## config.mk

```make
export PLATFORM = sky130hd
export DESIGN_NAME = cache_maint_seq
export DESIGN_NICKNAME = d
export VERILOG_FILES = /design/src/rtl/cache_maint_seq.sv
export SDC_FILE = /design/constraint.sdc
export NUM_CORES = 1
export LEC_CHECK = 0
export BUFFER_PORTS_ARGS = -buffer_cell sky130_fd_sc_hd__buf_2
export CAP_MARGIN = 15
export CORE_ASPECT_RATIO = 2
export CORE_UTILIZATION = 35
export DETAILED_ROUTE_END_ITERATION = 8
export GPL_TIMING_DRIVEN = 0
export PLACE_DENSITY = 0.55
export SYNTH_ARGS = -nofsm -noshare
export SYNTH_HDL_FRONTEND = slang
export SYNTH_SLANG_ARGS = --single-unit
```

## constraint.sdc

```tcl
create_clock -name clk -period 4.3 [get_ports clk]
set_input_delay 0.645 -clock clk [delete_from_list [all_inputs] [get_ports clk]]
set_output_delay 0.645 -clock clk [all_outputs]
set_load 0.01 [all_outputs]
```

## src/rtl/cache_maint_seq.sv

```systemverilog
module cache_maint_seq #(
  parameter int SETS = 16,
  parameter int WAYS = 4,
  parameter int SET_W = (SETS > 1) ? $clog2(SETS) : 1,
  parameter int WAY_W = (WAYS > 1) ? $clog2(WAYS) : 1
) (
  input  logic             clk,
  input  logic             rst_n,
  input  logic             cmd_valid,
  input  logic [7:0]       cmd_word,
  input  logic [WAY_W-1:0] line_way,
  input  logic [SET_W-1:0] line_set,
  input  logic             wb_empty,
  input  logic             fill_en,
  input  logic             fill_dcache,
  input  logic [SET_W-1:0] fill_set,
  input  logic [WAY_W-1:0] fill_way,
  input  logic             fill_lock,
  input  logic             rd_dcache,
  input  logic [SET_W-1:0] rd_set,
  input  logic [WAY_W-1:0] rd_way,
  output logic             rd_valid,
  output logic             rd_lock,
  output logic             wb_drain,
  output logic             busy,
  output logic             done,
  output logic             invalid
);
  localparam logic [SET_W-1:0] LAST_SET = SET_W'(SETS - 1);

  typedef enum logic [1:0] {S_IDLE, S_WALK, S_DRAIN} st_t;
  st_t st;

  logic [SET_W-1:0] idx;
  logic walk_flush, walk_ic, walk_dc;
  logic [SETS-1:0][WAYS-1:0] iv, il, dv, dl;

  wire sel_ic = cmd_word[0];
  wire sel_dc = cmd_word[1];
  wire op_fla = cmd_word[2];
  wire op_fls = cmd_word[3];
  wire op_ula = cmd_word[4];
  wire op_uls = cmd_word[5];
  wire op_drn = cmd_word[6];

  wire bad = cmd_word[7] || !(sel_ic || sel_dc) || !$onehot(cmd_word[6:2]) ||
             ((op_fls || op_uls) && sel_ic && sel_dc) ||
             (op_drn && (sel_ic || !sel_dc));

  assign busy     = (st != S_IDLE);
  assign wb_drain = (st == S_DRAIN);
  assign rd_valid = rd_dcache ? dv[rd_set][rd_way] : iv[rd_set][rd_way];
  assign rd_lock  = rd_dcache ? dl[rd_set][rd_way] : il[rd_set][rd_way];

  always_ff @(posedge clk) begin
    if (!rst_n) begin
      st         <= S_IDLE;
      idx        <= '0;
      walk_flush <= 1'b0;
      walk_ic    <= 1'b0;
      walk_dc    <= 1'b0;
      done       <= 1'b0;
      invalid    <= 1'b0;
      iv <= '0; il <= '0; dv <= '0; dl <= '0;
    end else begin
      done    <= 1'b0;
      invalid <= 1'b0;

      if (fill_en) begin
        if (fill_dcache) begin
          dv[fill_set][fill_way] <= 1'b1;
          dl[fill_set][fill_way] <= fill_lock;
        end else begin
          iv[fill_set][fill_way] <= 1'b1;
          il[fill_set][fill_way] <= fill_lock;
        end
      end

      case (st)
        S_IDLE: if (cmd_valid) begin
          if (bad) begin
            done    <= 1'b1;
            invalid <= 1'b1;
          end else if (op_fls || op_uls) begin
            if (sel_dc) begin
              dl[line_set][line_way] <= 1'b0;
              if (op_fls) dv[line_set][line_way] <= 1'b0;
            end
            if (sel_ic) begin
              il[line_set][line_way] <= 1'b0;
              if (op_fls) iv[line_set][line_way] <= 1'b0;
            end
            done <= 1'b1;
          end else if (op_fla || op_ula) begin
            st         <= S_WALK;
            idx        <= '0;
            walk_flush <= op_fla;
            walk_ic    <= sel_ic;
            walk_dc    <= sel_dc;
          end else begin
            st <= S_DRAIN;
          end
        end
        S_WALK: begin
          if (walk_ic) begin
            il[idx] <= '0;
            if (walk_flush) iv[idx] <= '0;
          end
          if (walk_dc) begin
            dl[idx] <= '0;
            if (walk_flush) dv[idx] <= '0;
          end
          idx <= idx + 1'b1;
          if (idx == LAST_SET) begin
            st   <= S_IDLE;
            done <= 1'b1;
          end
        end
        S_DRAIN: if (wb_empty) begin
          st   <= S_IDLE;
          done <= 1'b1;
        end
        default: st <= S_IDLE;
      endcase
    end
  end
endmodule

```

==> results.yml, run 1 <==
synth:
  ys_seq_area_frac: 0.374
  synth.most_common_cell: "dfxtp_1"
  yosys_warnings: 0
  syn_area_um2: 14300
  ys_types: 47
  synth-simple-area-share: 0.167
  yosys_register_bits: 267
  syn_inst: 1724
  synth_xor_area_frac: 0.00184
  synth_top_area_frac: 0.374
  postSynthAreaPerCell_um2: 8.29
  synth_nets: 1765
  synth_enable_flop_cells: 0
  synth_compound_area_frac: 0.282
  synth_top_area_cell: "dfxtp_1"
  async_flop_share: 0
  synth-adder-area-share: 0.00718
  synth_top_family_by_area: "compound AO/OA/AOI/OAI gates"
  synth_area_leaders: "dfxtp_1, o21ai_0, mux4_2"
  synth_common_cells: "dfxtp_1, o21ai_0, nor2_1"
  synth_ff_type: "dfxtp_1"
  synth.area.mux_share: 0.119
placed_design:
  post-place-ws_ns: -0.423
  place.gp.congestion: 1.05
  dp_hpwl_um: 55800
  dpl_cell_area_um2: 15100
  io_buffer_count: 30
cts:
  clock-sinks: 267
  cts_buffers: 27
  cts_tree: "yes"
  cts_hold_buf: 0
  htreeDepth: 1
  clockRootBuffer: "clkbuf_16"
  cts_resized: 0
  clk_pin_slew_ns: 0.07
  cts_setup_buffers: 0
  clockBufferDepth: 3
  clk_latency_ns: 0.58
cells_and_area:
  fin_nets: 1834
  regArea_um2: 5350
  multi_input_area_um2: 8260
  area_growth_pct: 13.0
  fillers: 4169
  final_area_um2: 16100
  drive_gt1_frac: 0.0965
global_routing:
  grt_first_pass_wirelength_um: 107000
  grtUsageTotal: 0.367
  antenna_found_initial: 4
  grt_start_max_net_pins: 16
  grt_pass1_vias: 15779
  grt-ovfl-total: 0
critical_path:
  cp-end-kind: "output port"
  path_cells: "buf_6 > buf_6 > clkbuf_1 > mux4_2 > mux2_2 > o22ai_1 > nor3_1 > or4_1 > buf_2"
  timing.rr.end: "dv[52]"
  reg2regPathDepth: 6
  start_kind: "input pin"
  path_class: "in2out"
  reg2reg_from: "st[1]"
  arrival_ns: 3.56
  r2r_slack_ns: 0.96
  path_max_fanout: 10
  cp_common_cell: "buf_6"
  cpMaxStageDelayCell: "clkbuf_1"
  required_ns: 3.65
  critical-path-max-stage-delay_ns: 0.71
die:
  io_pins: 40
  die_w_um: 145
  dieArea_um2: 41700
  die_height_um: 288
  core-area_um2: 40200
  initial_core_util: 0.355
  std_cell_rows: 104
pwr:
  peakVddDrop_mv: 0.256
  powerDensity_nw_per_um2: 351
  leakagePower_uw: 0.00548
timing:
  setup_viol: 0
  maxSlewViolCount: 0
  finalHoldViolations: 0
  hold_slack_ns: 0.351
  tightest_slew_ns: 1.28
  period_needed_ns: 4.21
  rsz0062_at_grt: "no"
  timing.fmax_mhz: 238
  relSlewSlack: 0.149
  skew_ns: 0.0169
  layout_setup_ws_ns: 0.0943
  fin_setup_tns_ns: 0
  fin_crit_sh: 0.978
drt:
  wl_per_cell_um: 32.0
  drc: 0
  route.antenna.remaining_nets: 0
  vias: 15754
  first_pass_iters: 6
  wl_um: 75100
  drtIter0Drc: 1659
  via_per_inst: 6.72
hold_path:
  holdCritPathClass: "in2reg"
  holdPathStages: 3
  holdPathEnd: "done"
  hold_start: "wb_empty"
job:
  max_cap_viol_count: 0
run_status:
  status: "complete, no violations"
[report_power, final]
| group | internal (µW) | total (µW) | switching [µW] |
|---|---|---|---|
| registers | 2480 | 2490 | 7.89 |
| clock network | 1500 | 2660 | 1160 |
| logic | 122 | 524 | 402 |
| total | 4100 | 5670 | 1570 |
[routing by layer]
metal,global-route usage,vias up,routed length (µm)
met2,0.614,1040,36100
met1,0.374,7680,24700
li1,-,6639,-
met3,0.0625,393,5500
met5,0,-,15
met4,0.369,2,8860
[area by class of cell]
type                    count  area share
diodes                      2    0.000310
plain buffers             160      0.0408
clock buffers              32      0.0442
clock inverters            18      0.0147
inverters                  10     0.00232
multi-input cells        1287       0.511
flip-flops and latches    267       0.331
well taps                 530      0.0411
repair buffers             40      0.0141
[kinds of logic (layout without fill, tap and decap cells)]
group	count (synthesis)	in the layout
AO/OA/AOI/OAI	687	687
AND/OR/NAND/NOR	492	492
flip-flops	267	267
buffers and inverters	170	260
multiplexers	98	98
adder cells (fa/ha/maj)	7	7
XOR/XNOR	3	3
other	0	2
[through the flow]
stage                     instances  power [µW]  utilization
final                          2346        5670        0.402
after global routing           2344        5760        0.402
after CTS                      2337        5630        0.400
after detailed placement       2287        3040        0.376
after global placement         2284        3040        0.376
after floorplan                1724        2810            -
[critical path: cells and delay by family]
family / cells / cell delay (ns)
muxes: 2 / 0.73
buffers and inverters: 4 / 1.28
AOI/OAI and AO/OA: 1 / 0.24
and+or+nand+nor: 2 / 0.64
[how the worst max path moves through the flow]
| stage | startpoint | to | slack [ns] | depth (start not counted) |
|---|---|---|---|---|
| after floorplan | cmd_word[2] | dv[4] | 0.68 | 11 |
| after global placement | cmd_word[2] | dl[41] | -0.41 | 13 |
| after detailed placement | cmd_word[2] | dl[41] | -0.42 | 13 |
| after CTS | rd_set[2] | rd_lock | 0.007 | 9 |
| after global routing | rd_set[1] | rd_valid | 0.12 | 9 |
| final | rd_set[2] | rd_valid | 0.09 | 9 |
[layout by cell type, fill, tap and decap left out, types with 27 or more instances in the layout]
cell type / n
dfxtp_1: 267
o21ai_0: 239
nor2_1: 185
a21oi_1: 172
clkbuf_1: 140
or3_1: 128
o211ai_1: 128
a31oi_1: 100
nand2_1: 71
mux4_2: 52
buf_2: 41
nand3_1: 38
mux2i_1: 34
clkbuf_16: 27
[sequential cells by signal, summed over array words and instances (netlist names)]
| register | flops |
|---|---|
| done | 1 |
| walk_dc | 1 |
| walk_ic | 1 |
| invalid | 1 |
| walk_flush | 1 |
| st | 2 |
| iv | 64 |
| il | 64 |
| dv | 64 |
| dl | 64 |
| idx | 4 |
(Power assumes the default switching activity.)
==> inputs of run 2 (changes only) <==
- PLACE_DENSITY: 0.55 -> default
==> results.yml, run 2 (synthesis results as in run 1) <==
drt:
  wl_per_cell_um: 32.3
  via_per_inst: 6.77
  wl_um: 75600
  route.antenna.remaining_nets: 0
  drc: 0
  vias: 15848
  drtIter0Drc: 1876
  first_pass_iters: 6
critical_path:
  reg2reg_from: "st[1]"
  cp_common_cell: "buf_6"
  reg2regPathDepth: 6
  crit_path_start: "rd_set[2]"
  crit_path_end: "rd_valid"
  path_cells: "buf_6 > buf_6 > clkbuf_1 > mux4_2 > mux2_2 > o22ai_1 > nor4_1 > or4_1 > buf_2"
  path_max_fanout: 19
  r2r_slack_ns: 1.00
  cp-end-kind: "output port"
  arrival_ns: 3.66
  path_class: "in2out"
  start_kind: "input pin"
  cpMaxStageDelayCell: "clkbuf_1"
  path_delay_family: "buffers and inverters"
  path_depth: 9
  timing.rr.end: "dv[57]"
  required_ns: 3.65
  critical-path-max-stage-delay_ns: 0.71
  cp_num_buf_inv: 4
pwr:
  swShare: 0.273
  power_frac_seq: 0.448
  p_clk_frac: 0.458
  report.power.total_uw: 5560
  powerDensity_nw_per_um2: 345
  p_int_uw: 4050
  leakagePower_uw: 0.00545
  peakVddDrop_mv: 0.319
  p_comb_frac: 0.094
  switching_power_uw: 1520
cts:
  clockRootBuffer: "clkbuf_16"
  clock-sinks: 267
  htreeDepth: 1
  cts_setup_buffers: 0
  clk_pin_slew_ns: 0.06
  cts_buffers: 27
  clockBufferDepth: 3
  clk_latency_ns: 0.56
  cts_tree: "yes"
timing:
  relSlewSlack: 0.169
  period_needed_ns: 4.31
  fin_crit_sh: 1.00
  tightest_slew_ns: 1.23
  rsz0062_at_grt: "no"
  finalHoldViolations: 0
  maxSlewViolCount: 0
  setup_viol: 1
  timing.fmax_mhz: 232
  layout_setup_ws_ns: -0.00564
  skew_ns: 0.0104
placed_design:
  dpl_cell_area_um2: 15100
  dp_hpwl_um: 55600
  dp_cells: 2287
  io_buffer_count: 30
  place.gp.congestion: 1.03
die:
  dieArea_um2: 41700
  die_height_um: 288
  initial_core_util: 0.355
  std_cell_rows: 104
  io_pins: 40
  core-area_um2: 40200
  die_w_um: 145
cells_and_area:
  multi_input_area_um2: 8260
  final_cells: 2342
  regArea_um2: 5350
  layout_commonest_cell: "dfxtp_1"
  final_area_um2: 16100
  layout_common_cells: "dfxtp_1, o21ai_0, nor2_1"
  area_growth_pct: 12.6
  drive_gt1_frac: 0.0939
  fillers: 4108
  fin_nets: 1834
global_routing:
  grt_start_max_net_pins: 20
  grtUsageTotal: 0.368
  grt_pass1_vias: 15592
  grt-ovfl-total: 0
  antenna_found_initial: 4
  grt_first_pass_wirelength_um: 107000
run_status:
  status: "finished, violations left"
  failed_checks: "setup timing"
hold_path:
  holdPathStages: 3
  holdCritPathClass: "in2reg"
job:
  max_cap_viol_count: 0
==> run 2: timing repair <==
action / 4_1_cts / 5_1_grt
hold buffers: 0 / 0
resized for setup: 0 / 3
cloned: 0 / 0
setup endpoints to repair: 2 / 71
==> run 2: power by group through the flow <==
| stage | clock network [µW] | logic (µW) | registers (µW) |
|---|---|---|---|
| floorplan | 0 | 262 | 2540 |
| global placement | 0 | 492 | 2550 |
| detailed placement | 0 | 494 | 2550 |
| CTS | 2550 | 494 | 2490 |
| global route | 2640 | 532 | 2490 |
| finish | 2550 | 522 | 2490 |
==> run 2: metal layers <==
layer,up-vias,wire length (µm),GRT usage
met2,1202,36100,0.614
met1,7587,24100,0.374
met3,428,6420,0.0745
met4,6,8860,0.358
li1,6625,-,-
met5,-,40,0
==> run 2: final cells by class <==
cell class / count / share of cell area
Timing Repair Buffer: 41 / 0.0145
Multi-Input combinational cell: 1287 / 0.513
Clock buffer: 34 / 0.0455
Sequential cell: 267 / 0.332
Antenna cell: 2 / 0.000311
Inverter: 10 / 0.00233
Buffer: 159 / 0.0408
Tap cell: 530 / 0.0412
Clock inverter: 12 / 0.0104
==> run 2: worst min-delay path by stage <==
| stage | startpoint | end | slack (ns) |
|---|---|---|---|
| floorplan | dv[4] | dv[4] | 0.49 |
| global placement | dv[5] | dv[5] | 0.50 |
| detailed placement | dv[5] | dv[5] | 0.51 |
| CTS | wb_empty | done | 0.34 |
| global route | wb_empty | done | 0.37 |
| finish | wb_empty | done | 0.36 |
==> run 2: tightest hold or removal path, cell delays in order <==
cell and delay [ns]:
buf_2 0.11, nand2_1 0.04, a21boi_0 0.07
==> run 2: metrics by stage <==
step / hold WS (ns) / util / setup TNS, ns / setup slack [ns]
after floorplan: 0.489 / - / 0 / 0.678
after global placement: 0.505 / 0.376 / -39.56 / -0.524
after detailed placement: 0.513 / 0.376 / -40.35 / -0.499
after CTS: 0.345 / 0.399 / 0 / 0.0583
after global routing: 0.367 / 0.400 / 0 / 0.00488
final: 0.360 / 0.400 / -0.00564 / -0.00564
==> inputs of run 3 (changes only) <==
--- a/config.mk
+++ b/config.mk
@@ -7,7 +7,8 @@
 export LEC_CHECK = 0
 export BUFFER_PORTS_ARGS = -buffer_cell sky130_fd_sc_hd__buf_2
-export CAP_MARGIN = 15
+export CAP_MARGIN = 20
 export CORE_ASPECT_RATIO = 2
 export CORE_UTILIZATION = 35
+export CTS_BUF_LIST = sky130_fd_sc_hd__clkbuf_2 sky130_fd_sc_hd__clkbuf_4 sky130_fd_sc_hd__clkbuf_8
 export DETAILED_ROUTE_END_ITERATION = 8
 export GPL_TIMING_DRIVEN = 0
==> constraint.sdc (replaced) <==
create_clock -name clk -period 4.3 [get_ports clk]
set_input_delay 0.43 -clock clk [delete_from_list [all_inputs] [get_ports clk]]
set_output_delay 0.43 -clock clk [all_outputs]
set_load 0.01 [all_outputs]
==> results.yml, run 3 (synthesis results as in run 1) <==
run_status:
  status: "complete, no violations"
drt:
  drtIter0Drc: 1621
  wl_per_cell_um: 32.0
  drc: 0
  route.antenna.remaining_nets: 0
  vias: 15851
  via_per_inst: 6.67
  wl_um: 76100
  first_pass_iters: 7
global_routing:
  grtUsageTotal: 0.370
  grt_pass1_vias: 15841
  grt_start_max_net_pins: 11
  antenna_found_initial: 4
  grt_first_pass_wirelength_um: 108000
  grt-ovfl-total: 0
cells_and_area:
  layout_common_cells: "dfxtp_1, o21ai_0, nor2_1"
  fillers: 4114
  multi_input_area_um2: 8250
  fin_nets: 1850
  regArea_um2: 5350
  layout_commonest_cell: "dfxtp_1"
  drive_gt1_frac: 0.110
  final_cells: 2375
  area_growth_pct: 13.0
timing:
  relSlewSlack: 0.207
  timing.fmax_mhz: 239
  fin_crit_sh: 0.972
  tightest_slew_ns: 1.18
  maxSlewViolCount: 0
  rsz0062_at_grt: "no"
  skew_ns: 0.0314
  layout_setup_ws_ns: 0.121
  setup_viol: 0
  period_needed_ns: 4.18
  finalHoldViolations: 0
  fin_setup_tns_ns: 0
placed_design:
  post-place-ws_ns: -0.342
  dp_cells: 2291
  dp_hpwl_um: 55700
  place.gp.congestion: 1.03
  io_buffer_count: 30
critical_path:
  r2r_slack_ns: 1.00
  crit_path_start: "cmd_word[2]"
  path_delay_family: "simple AND/OR/NAND/NOR gates"
  timing.rr.end: "iv[10]"
  reg2regPathDepth: 6
  path_class: "in2reg"
  start_kind: "input pin"
  cp-end-kind: "flop"
  critical-path-max-stage-delay_ns: 0.64
  path_max_fanout: 10
  cp_num_buf_inv: 4
  required_ns: 4.77
  path_cells: "buf_2 > inv_1 > fa_1 > fa_1 > inv_1 > ha_1 > nor4_1 > and4b_1 > clkbuf_1 > nand2_1 > o21ai_0 > a21oi_1"
  cpMaxStageDelayCell: "nor4_1"
  reg2reg_from: "st[1]"
  arrival_ns: 4.65
cts:
  clk_latency_ns: 0.62
  clockBufferDepth: 3
  clockRootBuffer: "clkbuf_8"
  cts_setup_buffers: 0
  cts_buffers: 43
  cts_tree: "yes"
  clk_pin_slew_ns: 0.07
  clock-sinks: 267
  cts_hold_buf: 0
  htreeDepth: 2
  cts_resized: 0
die:
  die_height_um: 288
  dieArea_um2: 41700
  core-area_um2: 40200
  initial_core_util: 0.355
  std_cell_rows: 104
  io_pins: 40
  die_w_um: 145
job:
  max_cap_viol_count: 0
pwr:
  peakVddDrop_mv: 0.172
  powerDensity_nw_per_um2: 346
  leakagePower_uw: 0.00552
  report.power.total_uw: 5580
hold_path:
  holdCritPathClass: "in2reg"
  holdPathStages: 3
  holdPathEnd: "done"
  hold_start: "wb_empty"
run 3: cell count changes in the layout (fill, tap and decap cells not counted), moves of 2 or more:
cell / previous run / this run
clkbuf_8: 3 / 57
clkbuf_16: 27 / 0
clkbuf_4: 2 / 13
buf_4: 6 / 4
bufinv_16: 4 / 2
clkbuf_1: 140 / 138
diode_2: 2 / 4
run 3: metrics by stage:
| step | cell area, µm² | utilization | hold WS, ns |
|---|---|---|---|
| 2_1_floorplan | 14300 | - | 0.489 |
| 3_3_place_gp | 15100 | 0.376 | 0.505 |
| 3_5_place_dp | 15200 | 0.377 | 0.512 |
| 4_1_cts | 16100 | 0.401 | 0.0839 |
| 5_1_grt | 16200 | 0.402 | 0.142 |
| 6_report | 16200 | 0.402 | 0.0914 |
run 3: metal layers:
metal / routed length [µm] / global-route usage
met1: 24000 / 0.368
met2: 36400 / 0.613
met3: 6330 / 0.0725
met4: 9310 / 0.394
met5: 25 / 0
run 3: worst max path at each step:
stage | to | slack [ns] | depth (start not counted)
6_report | dl[0] | 0.12 | 12
5_1_grt | dl[0] | 0.02 | 12
4_1_cts | dl[41] | 0.26 | 13
3_5_place_dp | dl[0] | -0.34 | 12
3_3_place_gp | dl[0] | -0.31 | 12
2_1_floorplan | dv[4] | 0.89 | 11
run 3: layout make-up:
| type | count | area share |
|---|---|---|
| tap | 530 | 0.0410 |
| multi-input combinational | 1287 | 0.511 |
| sequential | 267 | 0.331 |
| buffer | 160 | 0.0407 |
| clock buffer | 68 | 0.0537 |
| antenna | 4 | 0.000619 |
| clock inverter | 9 | 0.00604 |
| timing repair buffer | 40 | 0.0140 |
| inverter | 10 | 0.00232 |
run 3: where the power goes:
group          internal [µW]  switching (µW)
Combinational            121             402
Clock                   1400            1170
Sequential              2480            7.79
Total                   4000            1580
run 3: worst min-delay path, cell delays in order:
cell	delay, ns
buf_2	0.10
nand2_1	0.04
a21boi_0	0.07
